--- src/rtl/i2c_tgt_pkg.sv ---
package i2c_tgt_pkg;

    typedef enum logic [2:0] {
        ST_IDLE,
        ST_ADDR,
        ST_ADDR_ACK,
        ST_WR_BYTE,
        ST_WR_ACK,
        ST_RD_BYTE,
        ST_RD_ACK,
        ST_IGNORE
    } tgt_state_e;

    typedef struct packed {
        logic scl_rise;
        logic scl_fall;
        logic start;
        logic stop;
        logic sda;
    } bus_evt_t;

    localparam int unsigned BYTE_W = 8;

    function automatic logic addr_hit(input logic [7:0] rx, input logic [6:0] own);
        return rx[7:1] == own;
    endfunction

endpackage

--- src/rtl/i2c_line_sync.sv ---
module i2c_line_sync #(
    parameter int unsigned WIDTH  = 2,
    parameter int unsigned STAGES = 2
) (
    input  logic             clk,
    input  logic             rst,
    input  logic [WIDTH-1:0] line_i,
    output logic [WIDTH-1:0] line_q
);
    for (genvar g = 0; g < WIDTH; g++) begin : g_line
        logic [STAGES-1:0] chain;
        always_ff @(posedge clk) begin
            if (rst) chain <= '1;
            else     chain <= {chain[STAGES-2:0], line_i[g]};
        end
        assign line_q[g] = chain[STAGES-1];
    end
endmodule

--- src/rtl/i2c_bus_events.sv ---
module i2c_bus_events
    import i2c_tgt_pkg::*;
(
    input  logic     clk,
    input  logic     rst,
    input  logic     scl_s,
    input  logic     sda_s,
    output bus_evt_t evt
);
    logic scl_p;
    logic sda_p;

    always_ff @(posedge clk) begin
        if (rst) begin
            scl_p <= 1'b1;
            sda_p <= 1'b1;
        end else begin
            scl_p <= scl_s;
            sda_p <= sda_s;
        end
    end

    always_comb begin
        evt.scl_rise = scl_s & ~scl_p;
        evt.scl_fall = ~scl_s & scl_p;
        evt.start    = scl_s & scl_p & sda_p & ~sda_s;
        evt.stop     = scl_s & scl_p & ~sda_p & sda_s;
        evt.sda      = sda_s;
    end
endmodule

--- src/rtl/i2c_proto_fsm.sv ---
module i2c_proto_fsm
    import i2c_tgt_pkg::*;
#(
    parameter int unsigned PTR_W = 2
) (
    input  logic              clk,
    input  logic              rst,
    input  bus_evt_t          evt,
    input  logic [6:0]        own_addr,
    input  logic [BYTE_W-1:0] rd_data,
    output logic [PTR_W-1:0]  ptr,
    output logic              sda_oe,
    output logic              wr_en,
    output logic [PTR_W-1:0]  wr_idx,
    output logic [BYTE_W-1:0] wr_data,
    output tgt_state_e        state_o
);
    tgt_state_e        st;
    logic [3:0]        bit_cnt;
    logic [BYTE_W-1:0] shreg;
    logic              rw;
    logic              first;
    logic              mack;

    assign state_o = st;

    always_ff @(posedge clk) begin
        if (rst) begin
            st      <= ST_IDLE;
            bit_cnt <= '0;
            shreg   <= '0;
            rw      <= 1'b0;
            first   <= 1'b0;
            mack    <= 1'b0;
            ptr     <= '0;
            sda_oe  <= 1'b0;
            wr_en   <= 1'b0;
            wr_idx  <= '0;
            wr_data <= '0;
        end else begin
            wr_en <= 1'b0;
            if (evt.start) begin
                st      <= ST_ADDR;
                bit_cnt <= '0;
                sda_oe  <= 1'b0;
            end else if (evt.stop) begin
                st     <= ST_IDLE;
                sda_oe <= 1'b0;
            end else begin
                unique case (st)
                    ST_ADDR: begin
                        if (evt.scl_rise && bit_cnt != 4'd8) begin
                            shreg   <= {shreg[6:0], evt.sda};
                            bit_cnt <= bit_cnt + 4'd1;
                        end else if (evt.scl_fall && bit_cnt == 4'd8) begin
                            if (addr_hit(shreg, own_addr)) begin
                                st     <= ST_ADDR_ACK;
                                sda_oe <= 1'b1;
                                rw     <= shreg[0];
                            end else begin
                                st <= ST_IGNORE;
                            end
                        end
                    end
                    ST_ADDR_ACK: begin
                        if (evt.scl_fall) begin
                            bit_cnt <= '0;
                            if (rw) begin
                                st     <= ST_RD_BYTE;
                                shreg  <= rd_data;
                                sda_oe <= ~rd_data[7];
                            end else begin
                                st     <= ST_WR_BYTE;
                                sda_oe <= 1'b0;
                                first  <= 1'b1;
                            end
                        end
                    end
                    ST_WR_BYTE: begin
                        if (evt.scl_rise && bit_cnt != 4'd8) begin
                            shreg   <= {shreg[6:0], evt.sda};
                            bit_cnt <= bit_cnt + 4'd1;
                        end else if (evt.scl_fall && bit_cnt == 4'd8) begin
                            st     <= ST_WR_ACK;
                            sda_oe <= 1'b1;
                            first  <= 1'b0;
                            if (first) begin
                                ptr <= shreg[PTR_W-1:0];
                            end else begin
                                wr_en   <= 1'b1;
                                wr_idx  <= ptr;
                                wr_data <= shreg;
                                ptr     <= ptr + 1'b1;
                            end
                        end
                    end
                    ST_WR_ACK: begin
                        if (evt.scl_fall) begin
                            st      <= ST_WR_BYTE;
                            sda_oe  <= 1'b0;
                            bit_cnt <= '0;
                        end
                    end
                    ST_RD_BYTE: begin
                        if (evt.scl_fall) begin
                            if (bit_cnt == 4'd7) begin
                                st     <= ST_RD_ACK;
                                sda_oe <= 1'b0;
                                ptr    <= ptr + 1'b1;
                            end else begin
                                bit_cnt <= bit_cnt + 4'd1;
                                shreg   <= {shreg[6:0], 1'b0};
                                sda_oe  <= ~shreg[6];
                            end
                        end
                    end
                    ST_RD_ACK: begin
                        if (evt.scl_rise) begin
                            mack <= ~evt.sda;
                        end else if (evt.scl_fall) begin
                            if (mack) begin
                                st      <= ST_RD_BYTE;
                                bit_cnt <= '0;
                                shreg   <= rd_data;
                                sda_oe  <= ~rd_data[7];
                            end else begin
                                st <= ST_IGNORE;
                            end
                        end
                    end
                    default: begin
                    end
                endcase
            end
        end
    end
endmodule

--- src/rtl/i2c_reg_bank.sv ---
module i2c_reg_bank
    import i2c_tgt_pkg::*;
#(
    parameter int unsigned NUM_REGS = 4,
    parameter int unsigned PTR_W    = 2
) (
    input  logic                       clk,
    input  logic                       rst,
    input  logic                       wr_en,
    input  logic [PTR_W-1:0]           wr_idx,
    input  logic [BYTE_W-1:0]          wr_data,
    input  logic [PTR_W-1:0]           rd_idx,
    output logic [BYTE_W-1:0]          rd_data,
    output logic [NUM_REGS*BYTE_W-1:0] flat_q
);
    logic [BYTE_W-1:0] mem [NUM_REGS];

    for (genvar k = 0; k < NUM_REGS; k++) begin : g_reg
        always_ff @(posedge clk) begin
            if (rst)                                  mem[k] <= '0;
            else if (wr_en && wr_idx == PTR_W'(k))   mem[k] <= wr_data;
        end
        assign flat_q[k*BYTE_W +: BYTE_W] = mem[k];
    end

    assign rd_data = mem[rd_idx];
endmodule

--- src/rtl/i2c_reg_target.sv ---
module i2c_reg_target
    import i2c_tgt_pkg::*;
#(
    parameter int unsigned NUM_REGS    = 4,
    parameter int unsigned SYNC_STAGES = 2,
    parameter logic [3:0]  ADDR_PREFIX = 4'b1101
) (
    input  logic                       clk,
    input  logic                       rst,
    input  logic                       scl_i,
    input  logic                       sda_i,
    output logic                       sda_oe,
    input  logic [2:0]                 addr_sel,
    output logic [NUM_REGS*BYTE_W-1:0] reg_q
);
    localparam int unsigned PTR_W = (NUM_REGS > 2) ? $clog2(NUM_REGS) : 1;

    logic [1:0]        lines_q;
    logic              scl_sync;
    logic              sda_sync;
    bus_evt_t          evt;
    logic [PTR_W-1:0]  ptr;
    logic              wr_en;
    logic [PTR_W-1:0]  wr_idx;
    logic [BYTE_W-1:0] wr_data;
    logic [BYTE_W-1:0] rd_data;
    tgt_state_e        fsm_state;

    i2c_line_sync #(.WIDTH(2), .STAGES(SYNC_STAGES)) u_sync (
        .clk    (clk),
        .rst    (rst),
        .line_i ({sda_i, scl_i}),
        .line_q (lines_q)
    );

    assign scl_sync = lines_q[0];
    assign sda_sync = lines_q[1];

    i2c_bus_events u_evt (
        .clk   (clk),
        .rst   (rst),
        .scl_s (scl_sync),
        .sda_s (sda_sync),
        .evt   (evt)
    );

    i2c_proto_fsm #(.PTR_W(PTR_W)) u_fsm (
        .clk      (clk),
        .rst      (rst),
        .evt      (evt),
        .own_addr ({ADDR_PREFIX, addr_sel}),
        .rd_data  (rd_data),
        .ptr      (ptr),
        .sda_oe   (sda_oe),
        .wr_en    (wr_en),
        .wr_idx   (wr_idx),
        .wr_data  (wr_data),
        .state_o  (fsm_state)
    );

    i2c_reg_bank #(.NUM_REGS(NUM_REGS), .PTR_W(PTR_W)) u_bank (
        .clk     (clk),
        .rst     (rst),
        .wr_en   (wr_en),
        .wr_idx  (wr_idx),
        .wr_data (wr_data),
        .rd_idx  (ptr),
        .rd_data (rd_data),
        .flat_q  (reg_q)
    );
endmodule

--- config.mk ---
export PLATFORM = sky130hd
export DESIGN_NAME = i2c_reg_target
export DESIGN_NICKNAME = d
export VERILOG_FILES = /design/src/rtl/i2c_tgt_pkg.sv /design/src/rtl/i2c_line_sync.sv /design/src/rtl/i2c_bus_events.sv /design/src/rtl/i2c_proto_fsm.sv /design/src/rtl/i2c_reg_bank.sv /design/src/rtl/i2c_reg_target.sv
export SDC_FILE = /design/constraint.sdc
export NUM_CORES = 1
export LEC_CHECK = 0
export BUFFER_PORTS_ARGS = -buffer_cell sky130_fd_sc_hd__buf_4
export CAP_MARGIN = 20
export CORE_ASPECT_RATIO = 0.9
export CORE_MARGIN = 5
export CORE_UTILIZATION = 35
export CTS_CLUSTER_SIZE = 30
export DETAILED_ROUTE_END_ITERATION = 7
export PLACE_DENSITY = 0.56
export SLEW_MARGIN = 10
export SYNTH_ARGS = -nofsm -noshare
export SYNTH_HDL_FRONTEND = slang
export SYNTH_HIERARCHICAL = 1
export SYNTH_SLANG_ARGS = --single-unit
--- constraint.sdc ---
create_clock -name clk -period 2.05 [get_ports clk]
set_input_delay 0.205 -clock clk [delete_from_list [all_inputs] [get_ports clk]]
set_output_delay 0.205 -clock clk [all_outputs]
set_load 0.03 [all_outputs]
Word level (Yosys, flattened, before mapping)
Memories as Yosys holds them, arrays and structs flattened. A register that Yosys moved wholly into a read port is not among the register bits.
Index checks and enable logic that the tools add are counted.
{"block": "totals", "reg_bits": 38, "output_inout_bits": 33, "inputBits": 7, "mem_bits_rw": 32, "word_cells": 189, "n_memories": 1}
{"block": "classes", "eq_ne": 40, "bitwise_logic": 23, "reduce_logical": 28, "addsub": 2, "n_mux": 79}
{"name": "u_bank.mem", "words": 4, "width": 8, "rd": 5, "rd_clocked_by_memory_dff": 1, "write_ports": 4, "line": "i2c_reg_bank.sv:16", "rtl": "logic [BYTE_W-1:0] mem [NUM_REGS];"}
{"cell": "8-bit 2-to-1 mux", "count": 12}
{"cell": "3-bit 2-to-1 mux", "count": 12}
{"cell": "1-bit 2-to-1 mux", "count": 34}
{"cell": "11-bit AND reduction", "count": 3}
{"cell": "8-bit case mux with 4 select lines", "count": 1}
{"cell": "4-bit 2-to-1 mux", "count": 7}
{"cell": "4-bit by 3-bit inequality test with 1-bit output (second input constant)", "count": 7}
{"cell": "2-bit by 1-bit inequality test with 1-bit output (second input constant)", "count": 12}
{"cell": "3-bit case mux with 6 select lines", "count": 1}
{"cell": "2-bit 2-to-1 mux", "count": 8}
{"cell": "4-bit inequality test (second input constant)", "count": 4}
{"cell": "4-bit case mux with 4 select lines", "count": 1}
{"cell": "7-bit AND reduction", "count": 2}
{"cell": "1-bit NOT", "count": 12}
{"cell": "12-bit AND reduction", "count": 1}
{"cell": "6-bit AND reduction", "count": 2}
{"cell": "2-bit inequality test (second input constant)", "count": 5}
{"cell": "3-bit == test (second input constant)", "count": 3}
{"cell": "9-bit AND reduction", "count": 1}
{"cell": "4-bit nonzero test", "count": 2}
{"cell": "8-bit nonzero test", "count": 1}
{"cell": "1-bit bitwise AND", "count": 7}
{"cell": "7-bit == test", "count": 1}
{"cell": "3-bit by 2-bit == test with 1-bit output (second input constant)", "count": 2}
{"cell": "other kinds (19)", "count": 31}

Depth between registers and ports, before layout
Gate-level depths: netlist (run 1).
{"block": "depth", "ltp_word": 8, "depth_mapped": 8, "depth_no_buf": 7}

By module
The synthesis (run 1) kept the hierarchy.
{"module": "i2c_proto_fsm", "instances": 1, "area_per_inst_um2": 1793.0, "cells_per_inst": 212, "seq_area_each_um2": 640.6}
{"module": "i2c_reg_bank", "instances": 1, "area_per_inst_um2": 1417.6, "cells_per_inst": 96, "seq_area_each_um2": 960.9}
{"module": "i2c_line_sync", "instances": 1, "area_per_inst_um2": 120.1, "cells_per_inst": 10, "seq_area_each_um2": 80.1}
{"module": "i2c_bus_events", "instances": 1, "area_per_inst_um2": 92.6, "cells_per_inst": 9, "seq_area_each_um2": 40.0}
{"module": "i2c_reg_target", "instances": 1, "area_per_inst_um2": 7.5, "cells_per_inst": 2, "seq_area_each_um2": 0.0}

Least setup slack after synthesis (run 1)
No wires, ideal clock.
{"block": "synth_timing", "kind": "register to register", "startpoint": "register u_sync.g_line[0].chain[1]", "endpoint": "register u_fsm.bit_cnt[2]", "path_stages_with_launch": 8, "period_less_slack_ns": 1.947, "n_path_buf": 1, "setup_time_ns": 0.074, "t_required_ns": 1.976, "arrival_time_ns": 1.873, "setup_slack_ns": 0.103, "path_cell_list": "dfxtp_1 buf_4 nor2b_1 nand2b_1 a22o_1 a2111o_1 or3_1 a31oi_1"}
{"element": "start: declaration", "line": "i2c_line_sync.sv:11", "rtl": "logic [STAGES-1:0] chain;"}
{"element": "start signal: assignment", "line": "i2c_line_sync.sv:14", "rtl": "else chain <= {chain[STAGES-2:0], line_i[g]};"}
{"element": "end signal: assignment", "line": "i2c_proto_fsm.sv:54", "rtl": "bit_cnt <= bit_cnt + 4'd1;"}
{"element": "end signal: assignment", "line": "i2c_proto_fsm.sv:82", "rtl": "bit_cnt <= bit_cnt + 4'd1;"}
{"element": "end signal: assignment", "line": "i2c_proto_fsm.sv:111", "rtl": "bit_cnt <= bit_cnt + 4'd1;"}
{"element": "end: declaration", "line": "i2c_proto_fsm.sv:19", "rtl": "logic [3:0] bit_cnt;"}

Final worst setup path (run 1)
{"block": "layout_timing", "startpoint": "register u_fsm.bit_cnt[0]", "endpoint": "register u_fsm.bit_cnt[0]"}
{"block": "layout_between", "elab_chain_cells": 4, "word_cells_on_any_way": 11, "cone_classes": "add/sub: 1; eq/ne: 4; mux: 4; reduce/logical: 2"}
{"element": "4-bit by 1-bit adder with 4-bit output / 4-bit inequality test (equally long branches)"}
{"element": "4-bit 2-to-1 mux / 1-bit logical AND (equally long branches)", "line": "i2c_proto_fsm.sv:106, i2c_proto_fsm.sv:52, i2c_proto_fsm.sv:80"}
{"element": "4-bit 2-to-1 mux / 2-bit by 1-bit inequality test with 1-bit output (equally long branches)"}
{"element": "4-bit case mux with 4 select lines / 9-bit AND reduction (equally long branches)"}
Parallel ways exist; a longest one is shown, timed or not. The select of a mux whose other input is x is not followed.
A chain may end at the register's enable or synchronous reset.

==> run_results.csv, run 1 <==
group,metric,value,unit
run_status,status,"complete, no violations",
routing,drc,0,
timing,setup_viol,0,
routing,first_pass_iters,4,
timing,fin_crit_sh,98.7,%
synthesis,syn_area_per_cell,10.4,um2
timing,drv_slew,0,
synthesis,synthTopCellsByArea,"edfxtp_1 (28%), dfxtp_1 (22%), nor2_1 (6.7%), mux2i_1 (5.5%), mux4_2 (5.3%)",
timing,fin_skew,8.41,ps
finish,area_delta_synth_final,24.3,%
worst_setup_path,crit_type,"flop to flop",
synthesis,synth-xor-area-share,1.79,%
finish,nets,397,
cts,cts.sinks,70,
cts,holdBufCountCts,0,
global_route,grt_pass1_wl,14100,um
placement,hpwl,6220,um
timing,rsz0062_at_grt,"true",
routing,drt_iter0_drc,141,
worst_hold_path,hold-path-cell-count,2,
routing,postRouteAntennaNets,0,
routing,avgRoutedWirePerCell,16.6,um
synthesis,synth_edf_count,32,
timing,hold_violations,0,
routing,route.vias.total,2618,
cts,clockBufferDepth,2,
finish,postLayoutCoreUtil,44.4,%
worst_setup_path,r2r_cells,6,
global_route,grt_pass1_vias,2619,
worst_setup_path,worstSetupStartpointType,"flop",
cts,ctsHtreeMaxLevel,3,
cts,cts_buffers,9,
floorplanning,die_h,104,um
synthesis,synth_top_family_by_area,"simple AND/OR/NAND/NOR gates",
synthesis,ys.flop_type,"dfxtp_1",
cts,clockRootBuffer,"clkbuf_8",
placement,port_buffers,39,
finish,fillers,953,
synthesis,ys_types,51,
finish,drive_above_1_share,27.2,%
floorplanning,coreArea,9610,um2
cts,path_clk_slew,80,ps
synthesis,yosysWarnings,6,
synthesis,synthSimpleGateAreaFrac,21.0,%
synthesis,syn_area,3430,um2
global_route,grt_util_all_layers,15.1,%
timing,max_freq,0.494,GHz
worst_setup_path,crit_start,"u_fsm/bit_cnt[0]$_SDFFE_PP0P_",
worst_hold_path,hold_path.class,"primary input to flop",
timing,min_period,2020,ps
finish,n_antenna_cell,0,
synthesis,synthAdderAreaFrac,0.729,%
worst_setup_path,cp.required,2320,ps
placement,gp_congestion,0.902,
cts,tritoncts,"done",
worst_setup_path,crit_fanout,6,
floorplanning,start_util,35.7,%
worst_setup_path,crit_arrival,2290,ps
placement,placedCellCount,501,
synthesis,async_reset_ff_share,0,%
synthesis,syn_inst,329,
synthesis,ys_seq_area_share,50.2,%
floorplanning,die_w,114,um
routing,via_per_inst,5.04,
power_and_ir_drop,leakagePower,1.61,nW
worst_setup_path,crit_path_end_kind,"flop",
synthesis,yosys.area.top_type,"edfxtp_1",
floorplanning,dieArea,11900,um2
routing,routed_wl,8610,um
timing,setup_slack,26.8,ps
global_route,grt-ovfl-total,0,
global_route,grt_max_degree,41,
finish,fin_cells,519,
cts,clock_latency,340,ps
run,cap_violations,0,
synthesis,synth_top_area_share,28.0,%
synthesis,muxShareOfSynthArea,11.5,%
power_and_ir_drop,ir_worst_vdd,0.397,mV
placement,pre_cts_slack,-3.90,ps
power_and_ir_drop,power.density,707,nW/um2
floorplanning,rows,34,
floorplanning,ios,40,
synthesis,synth_compound_gate_area_share,10.5,%
synthesis,synth_seq_cells,70,
global_route,antenna_found_initial,0,
worst_hold_path,worstHoldStart,"scl_i",
worst_setup_path,timing.rr.start,"u_fsm/bit_cnt[0]$_SDFFE_PP0P_",
==> cell families after synthesis <==
group                      after synthesis
AOI/OAI and AO/OA                       53
other                                    2
and+or+nand+nor                        137
muxes                                   29
adders and majority gates                2
xor gates and xnor gates                 7
DFF                                     70
buffers and inverters                   29
==> final timing paths <==
check | slack (ps) | to
worst min register to register | 410 | u_sync/g_line[0].chain[1]$_SDFF_PP1_
worst max-delay path | 30 | u_fsm/bit_cnt[0]$_SDFFE_PP0P_
worst min-delay path | 40 | u_sync/g_line[0].chain[0]$_SDFF_PP1_
worst max register to register | 30 | u_fsm/bit_cnt[0]$_SDFFE_PP0P_
==> synthesized netlist by cell type (4+ instances only) <==
cell      number
nor2b_1        7
a31oi_1        4
dfxtp_1       38
xnor2_1        7
buf_2          6
a21oi_1        7
nand2_1       13
mux2i_1       19
nand2b_1       6
o21a_1         4
edfxtp_1      32
o21ai_0       11
buf_4          4
mux4_2         8
nand3_1        4
a211oi_1       9
nor3_1         4
or2_2          4
or2_1          6
nand3b_1      13
inv_1          8
nor2_1        61
clkbuf_1       8
o21bai_1       5
==> sequential cells by signal, indices dropped and copies added (netlist names) <==
signal,cells
u_fsm/wr_idx,2
u_fsm/state_o,3
u_fsm/first,1
u_bank/mem,32
u_fsm/rw,1
u_fsm/wr_en,1
u_evt/scl_p,1
u_fsm/mack,1
u_fsm/bit_cnt,4
u_fsm/sda_oe,1
u_fsm/wr_data,8
u_fsm/shreg,8
u_evt/sda_p,1
u_fsm/ptr,2
u_sync/g_line.chain,4
==> power by group <==
group,switching [mW],total [mW],internal [mW]
Sequential,0.0330,1.52,1.49
Combinational,0.144,0.252,0.108
Clock,0.542,1.24,0.696
Total,0.719,3.01,2.30
==> per-layer routing <==
layer | GRT usage (%) | routed length, um
met1 | 20.7 | 4140
met2 | 23.0 | 4020
met3 | 4.77 | 434
met4 | 3.65 | 21
met5 | 0 | 0
==> worst max-delay path, stage by stage, from the launching register on <==
cell,delay (ps)
dfxtp_4,360
ha_4,160
and3b_2,220
a22o_4,230
a2111o_1,440
or3b_4,430
a21oi_2,120
==> cell usage in the layout (no fill, tap or decap), types with 3 or more instances in the layout <==
cell type,synthesis,final
inv_1,8,8
a211oi_1,9,9
o21a_1,4,4
or3_1,3,3
edfxtp_1,32,32
a21oi_1,7,6
clkbuf_8,0,9
conb_1,2,4
nand2_1,13,13
o21ai_0,11,11
xnor2_1,7,7
and4b_1,3,3
buf_4,4,66
nand2b_1,6,5
o21bai_1,5,5
mux2i_1,19,19
a31oi_1,4,4
dfxtp_1,38,36
nand3_1,4,4
mux4_2,8,8
nor2_1,61,61
nor2b_1,7,7
or2_1,6,6
nand4_1,3,3
nor3_1,4,4
nand3b_1,13,13
or2_2,4,4
==> repair_timing <==
| item | in CTS | in global routing |
|---|---|---|
| pin swaps | 1 | 6 |
| setup endpoints to repair | 2 | 3 |
| setup buffers | 0 | 2 |
| gates cloned | 0 | 0 |
| gates resized for setup | 0 | 10 |
==> per-stage QoR <==
| stage | power (mW) | TNS [ps] | area, um2 | hold slack (ps) |
|---|---|---|---|---|
| 5_1_grt | 3.14 | -22.7 | 4260 | 28.0 |
| 6_report | 3.01 | 0 | 4260 | 37.9 |
| 3_3_place_gp | 1.80 | 0 | 3990 | 387 |
| 2_1_floorplan | 1.70 | 0 | 3440 | 302 |
| 3_5_place_dp | 1.81 | -3.90 | 3990 | 391 |
| 4_1_cts | 3.05 | 0 | 4210 | 22.4 |
==> cell type report <==
cell class / count / area, um2 / area share [%]
flip-flops and latches: 70 / 1730 / 40.5
multi-input cells: 232 / 1610 / 37.8
repair buffers: 67 / 515 / 12.1
well taps: 126 / 158 / 3.70
clock buffers: 10 / 128 / 2.99
clock inverters: 6 / 93.8 / 2.20
inverters: 8 / 30.0 / 0.704
(Power assumes the default switching activity.)
==> run 2, diff against run 1 <==
Settings changed: CORE_MARGIN 5 to default.
==> run 2 against run 1 <==
Net effect: cell count is 0.39% lower; sequential share of layout area hardly changed; die area is 14% lower; worst setup slack better by 67 ps; clock power is 9% lower; critical endpoint is now u_fsm/shreg[0]$_SDFFE_PP0P_; core utilization is 1.2 points higher; highest routed layer unchanged; critical path type unchanged; maximum frequency is 3.4% higher; largest power group unchanged; sequential cell count stayed put; via count is 1.8% higher; cell area is 0.38% lower; global-route usage is 3.2 points higher.
==> run_results.csv, run 2 (synthesis results as in run 1) <==
group,metric,value,unit
run_status,status,"complete, no violations",
timing,hold_violations,0,
floorplanning,die_w,106,um
finish,reg_top3,"u_bank/mem (32), u_fsm/shreg (8), u_fsm/wr_data (8)",
global_route,grt-ovfl-total,0,
worst_setup_path,worstSetupStartpointType,"flop",
floorplanning,rows,33,
worst_setup_path,crit_fanout,8,
placement,port_buffers,39,
global_route,top_usage_layer,"met2",
global_route,met1_usage,23.9,%
floorplanning,start_util,36.8,%
cts,ctsHtreeMaxLevel,3,
finish,area_delta_synth_final,23.8,%
finish,fin_area,4250,um2
routing,drt_iter0_drc,150,
cts,path_clk_slew,80,ps
floorplanning,die_h,95.9,um
finish,largest_reg_flops,32,
placement,gp_congestion,0.872,
cts,clock_latency,350,ps
routing,avgRoutedWirePerCell,16.6,um
cts,tritoncts,"done",
timing,setup_viol,0,
global_route,grt_pass1_vias,2632,
power_and_ir_drop,power.density,686,nW/um2
worst_setup_path,worstPathCellList,"ha_2 > and3b_1 > a22o_1 > buf_4 > nor4_4 > buf_4 > clkbuf_16 > a311oi_1",
power_and_ir_drop,leakagePower,1.61,nW
worst_hold_path,hold_path.class,"primary input to flop",
cts,clockRootBuffer,"clkbuf_8",
timing,fin_crit_sh,95.4,%
global_route,grt_pass1_wl,13900,um
finish,nets,399,
worst_setup_path,crit_arrival,2180,ps
timing,min_period,1960,ps
timing,fin_skew,13.5,ps
worst_setup_path,cp_slowest_cell,"dfxtp_1",
timing,max_freq,0.511,GHz
global_route,antenna_found_initial,0,
routing,drc,0,
floorplanning,dieArea,10200,um2
routing,postRouteAntennaNets,0,
routing,via_per_inst,5.16,
placement,hpwl,6090,um
finish,final_common_cell,"buf_4",
worst_setup_path,crit_type,"flop to flop",
routing,routed_wl,8570,um
finish,postLayoutCoreUtil,45.5,%
global_route,grtUsageMet2,29.2,%
finish,drive_above_1_share,26.1,%
global_route,grtUsageMet3,4.20,%
worst_setup_path,crit_top_cell,"buf_4",
finish,top_register,"u_bank/mem",
global_route,grt_max_degree,29,
routing,first_pass_iters,4,
global_route,grt_util_all_layers,18.3,%
worst_setup_path,cp_slowest_stage_delay,340,ps
floorplanning,ios,40,
routing,route.vias.total,2666,
run,cap_violations,0,
power_and_ir_drop,ir_worst_vdd,0.383,mV
worst_setup_path,cp.required,2270,ps
cts,holdBufCountCts,0,
timing,setup-tns-final,0,ps
floorplanning,coreArea,9330,um2
finish,layout_common_cells,"buf_4 (66), nor2_1 (61), dfxtp_1 (38)",
cts,cts.sinks,70,
worst_setup_path,crit_path_end_kind,"flop",
cts,clockBufferDepth,2,
cts,cts_buffers,9,
timing,drv_slew,0,
placement,place_area,4000,um2
finish,n_antenna_cell,0,
timing,rsz0062_at_grt,"false",
-- run 2: path summary, 6_finish.rpt --
| check | slack [ps] | to | cells past startpoint | start |
|---|---|---|---|---|
| max | 90 | u_fsm/shreg[0]$_SDFFE_PP0P_ | 8 | u_fsm/bit_cnt[0]$_SDFFE_PP0P_ |
| min | 40 | u_sync/g_line[1].chain[0]$_SDFF_PP1_ | 2 | sda_i |
| min reg2reg | 410 | u_sync/g_line[0].chain[1]$_SDFF_PP1_ | 1 | u_sync/g_line[0].chain[0]$_SDFF_PP1_ |
| max reg2reg | 90 | u_fsm/shreg[0]$_SDFFE_PP0P_ | 8 | u_fsm/bit_cnt[0]$_SDFFE_PP0P_ |
-- run 2: report_power, final --
group,switching (mW),internal [mW],total (mW)
clock network,0.557,0.573,1.13
logic,0.147,0.113,0.260
registers,0.0314,1.49,1.52
total,0.736,2.18,2.91
-- run 2: what timing repair did --
| action | CTS | global route |
|---|---|---|
| endpoints found under the setup margin | 0 | 10 |
| buffers inserted | 0 | 2 |
| hold endpoints to repair | 0 | 0 |
| gates resized for setup | 0 | 3 |
-- run 2: layer usage --
metal / share of wire [%] / vias to the layer above / routed length, um
met1: 46 / 1289 / 3980
met2: 46 / 73 / 3970
met3: 6.0 / 8 / 515
li1: - / 1296 / -
met4: 1.2 / 0 / 102
met5: 0 / - / 0
-- run 2: layout make-up --
| cell class | count | area [um2] |
|---|---|---|
| Fill cell | 918 | 5080 |
| Sequential cell | 70 | 1720 |
| Multi-Input combinational cell | 232 | 1580 |
| Timing Repair Buffer | 69 | 561 |
| Tap cell | 122 | 153 |
| Clock buffer | 10 | 128 |
| Clock inverter | 6 | 71.3 |
| Inverter | 8 | 30.0 |
-- run 2: worst max-delay path, delay by kind of cell (launching register included) --
family / cells / cell delay, ps
and+or+nand+nor: 2 / 540
DFF: 1 / 340
adders and majority gates: 1 / 200
AOI/OAI and AO/OA: 2 / 290
buffers and inverters: 3 / 470
-- run 2: through the flow --
| step | hold slack [ps] | power [mW] | instances | setup slack [ps] |
|---|---|---|---|---|
| after floorplan | 302 | 1.70 | 331 | 103 |
| after CTS | 19.8 | 2.95 | 514 | 49.9 |
| after detailed placement | 389 | 1.81 | 498 | 70.4 |
| final | 39.8 | 2.91 | 517 | 93.7 |
| after global placement | 385 | 1.80 | 498 | 110 |
| after global routing | 28.5 | 3.02 | 517 | 4.85 |
==> run 3, diff against run 2 <==
Settings changed: ABC_AREA from default to 1.
==> run 3 against run 2 <==
Net effect: synthesized cell count increased by 68%; die area increased by 12%; core utilization decreased by 1.4 points; global-route usage increased by 0.094 points; first-iteration DRC count increased by 72%; maximum frequency increased by 7.7%; combinational power increased to 8.0 times the previous value; non-clock buffer count decreased by 23; sequential cell count unchanged; critical endpoint is now u_fsm/shreg[6]$_SDFFE_PP0P_; count of clock-buffer cells in the layout unchanged; critical path type unchanged.
==> run_results.csv, run 3 <==
group,metric,value,unit
synthesis,synth_top_family_by_area,"simple AND/OR/NAND/NOR gates",
worst_setup_path,crit_type,"flop to flop",
worst_setup_path,crit_path_end_kind,"flop",
placement,pre_cts_slack,186,ps
worst_setup_path,crit_family,"simple AND/OR/NAND/NOR gates",
routing,drc,0,
worst_setup_path,cp_num_buf_inv,1,
cts,path_clk_slew,60,ps
synthesis,syn_area_per_cell,6.96,um2
cts,clockBufferDepth,2,
synthesis,yosysMostFrequentCell,"nand2_1",
finish,drive_above_1_share,14.0,%
synthesis,synthSimpleGateAreaFrac,34.6,%
global_route,antenna_found_initial,0,
routing,routed_wl,9710,um
finish,fin_area,4620,um2
synthesis,synth_edf_count,32,
synthesis,syn_area,3860,um2
synthesis,synth-xor-area-share,0,%
worst_setup_path,crit_fanout,16,
global_route,grt_util_all_layers,18.3,%
power_and_ir_drop,leakagePower,2.20,nW
finish,postLayoutCoreUtil,44.1,%
floorplanning,die_h,102,um
finish,top_register,"u_bank/mem",
worst_hold_path,hold_path.class,"primary input to flop",
placement,gp_congestion,0.819,
routing,first_pass_iters,5,
synthesis,yosysWarnings,6,
placement,port_buffers,39,
worst_setup_path,worstPathCellList,"inv_2 > nand2_4 > nor2_1 > o21ai_2 > nand2_1 > a31oi_4 > nand3_1 > nand2_1 > nor2_1",
cts,cts_resized,0,
synthesis,synthTopCellsByArea,"edfxtp_1 (25%), dfxtp_1 (20%), nand2_1 (13%), inv_1 (9.4%), nor2_1 (8.8%)",
placement,hpwl,7350,um
run_status,status,"complete, no violations",
run,cap_violations,0,
cts,holdBufCountCts,0,
cts,clockRootBuffer,"clkbuf_16",
cts,clock_latency,320,ps
timing,setup_slack,234,ps
routing,postRouteAntennaNets,0,
finish,fin_cells,734,
routing,avgRoutedWirePerCell,13.2,um
worst_setup_path,cp.required,2260,ps
synthesis,syn_inst,554,
global_route,grt_pass1_wl,16300,um
floorplanning,ios,40,
synthesis,muxShareOfSynthArea,0,%
synthesis,ys_types,34,
global_route,grt_pass1_vias,3327,
timing,min_period,1820,ps
synthesis,synth.top_cells.by_count,"nand2_1 (138), inv_1 (97), nor2_1 (90)",
floorplanning,die_w,113,um
worst_setup_path,crit_arrival,2030,ps
floorplanning,dieArea,11400,um2
cts,post_cts_buffers,0,
power_and_ir_drop,total_power,5.60,mW
timing,hold_ws,55.9,ps
synthesis,synth_seq_cells,70,
synthesis,ys.flop_type,"dfxtp_1",
worst_setup_path,worstSetupStartpointType,"flop",
timing,hold_violations,0,
synthesis,yosys.area.top_type,"edfxtp_1",
timing,drv_slew,0,
timing,fin_skew,7.30,ps
cts,cts.sinks,70,
finish,area_delta_synth_final,19.8,%
synthesis,synthAdderAreaFrac,0.649,%
cts,tritoncts,"done",
global_route,grt-ovfl-total,0,
cts,cts_buffers,9,
synthesis,ys_seq_area_share,44.6,%
finish,layout_common_cells,"nand2_1 (138), inv_1 (97), nor2_1 (90)",
floorplanning,coreArea,10500,um2
floorplanning,rows,35,
worst_setup_path,cp_slowest_stage_delay,450,ps
timing,setup-tns-final,0,ps
power_and_ir_drop,power.density,1210,nW/um2
routing,via_per_inst,4.79,
power_and_ir_drop,ir_worst_vdd,0.508,mV
timing,fin_crit_sh,88.6,%
synthesis,synth_compound_gate_area_share,7.10,%
placement,place_area,4280,um2
placement,placedCellCount,717,
synthesis,async_reset_ff_share,0,%
finish,reg_top3,"u_bank/mem (32), u_fsm/shreg (8), u_fsm/wr_data (8)",
timing,max_freq,0.551,GHz
finish,largest_reg_flops,32,
timing,worst_slew_pin_slew,563,ps
global_route,grt_max_degree,25,
synthesis,synth_top_area_share,24.9,%
routing,route.vias.total,3514,
cts,ctsHtreeMaxLevel,3,
routing,drt_iter0_drc,258,
finish,nets,609,
timing,rsz0062_at_grt,"false",
finish,n_antenna_cell,0,
timing,setup_viol,0,
worst_setup_path,cp_slowest_cell,"dfxtp_1",
floorplanning,start_util,36.9,%
timing,relSlewSlack,62.0,%
finish,final_common_cell,"nand2_1",
==> run 3: cell families (layout without fill, tap and decap cells) <==
group           count (synthesis)  count (layout)
fa+ha+maj                       2               2
simple gates                  312             312
other cells                     2               8
buf+inv                       121             166
flops                          70              70
compound gates                 47              47
==> run 3: path summary, 6_finish.rpt <==
path | start | to | slack, ps | cells past startpoint
worst max register to register | u_fsm/state_o[0]$_SDFFE_PP0P_ | u_fsm/shreg[6]$_SDFFE_PP0P_ | 230 | 9
worst min-delay path | scl_i | u_sync/g_line[0].chain[0]$_SDFF_PP1_ | 60 | 3
worst min register to register | u_sync/g_line[1].chain[0]$_SDFF_PP1_ | u_sync/g_line[1].chain[1]$_SDFF_PP1_ | 410 | 2
worst max-delay path | u_fsm/state_o[0]$_SDFFE_PP0P_ | u_fsm/shreg[6]$_SDFFE_PP0P_ | 230 | 9
==> run 3: layout make-up <==
| type | count | area [um2] |
|---|---|---|
| multi-input cells | 369 | 1660 |
| clock inverters | 6 | 85.1 |
| fillers | 1082 | 5850 |
| repair buffers | 46 | 358 |
| well taps | 129 | 161 |
| inverters | 104 | 390 |
| flip-flops and latches | 70 | 1720 |
| clock buffers | 10 | 239 |
==> run 3: layer usage <==
metal / wire length (um) / up-vias / part of all wire (%) / track usage, %
met3: 416 / 2 / 4.3 / 3.41
met5: 0 / - / 0 / 0
met1: 4790 / 1618 / 49 / 25.0
li1: - / 1816 / - / -
met2: 4450 / 78 / 46 / 30.4
met4: 54 / 0 / 0.56 / 4.10
==> run 3: tightest hold or removal path, delay by kind of cell <==
family                 cells  cell delay, ps
buffers and inverters      2             100
AND/OR/NAND/NOR            1              40
==> run 3: power breakdown <==
group	internal [mW]	total [mW]	switching, mW	leakage [nW]
Combinational	0.734	2.08	1.34	1.40
Clock	1.09	1.67	0.577	0.154
Sequential	1.63	1.86	0.221	0.640
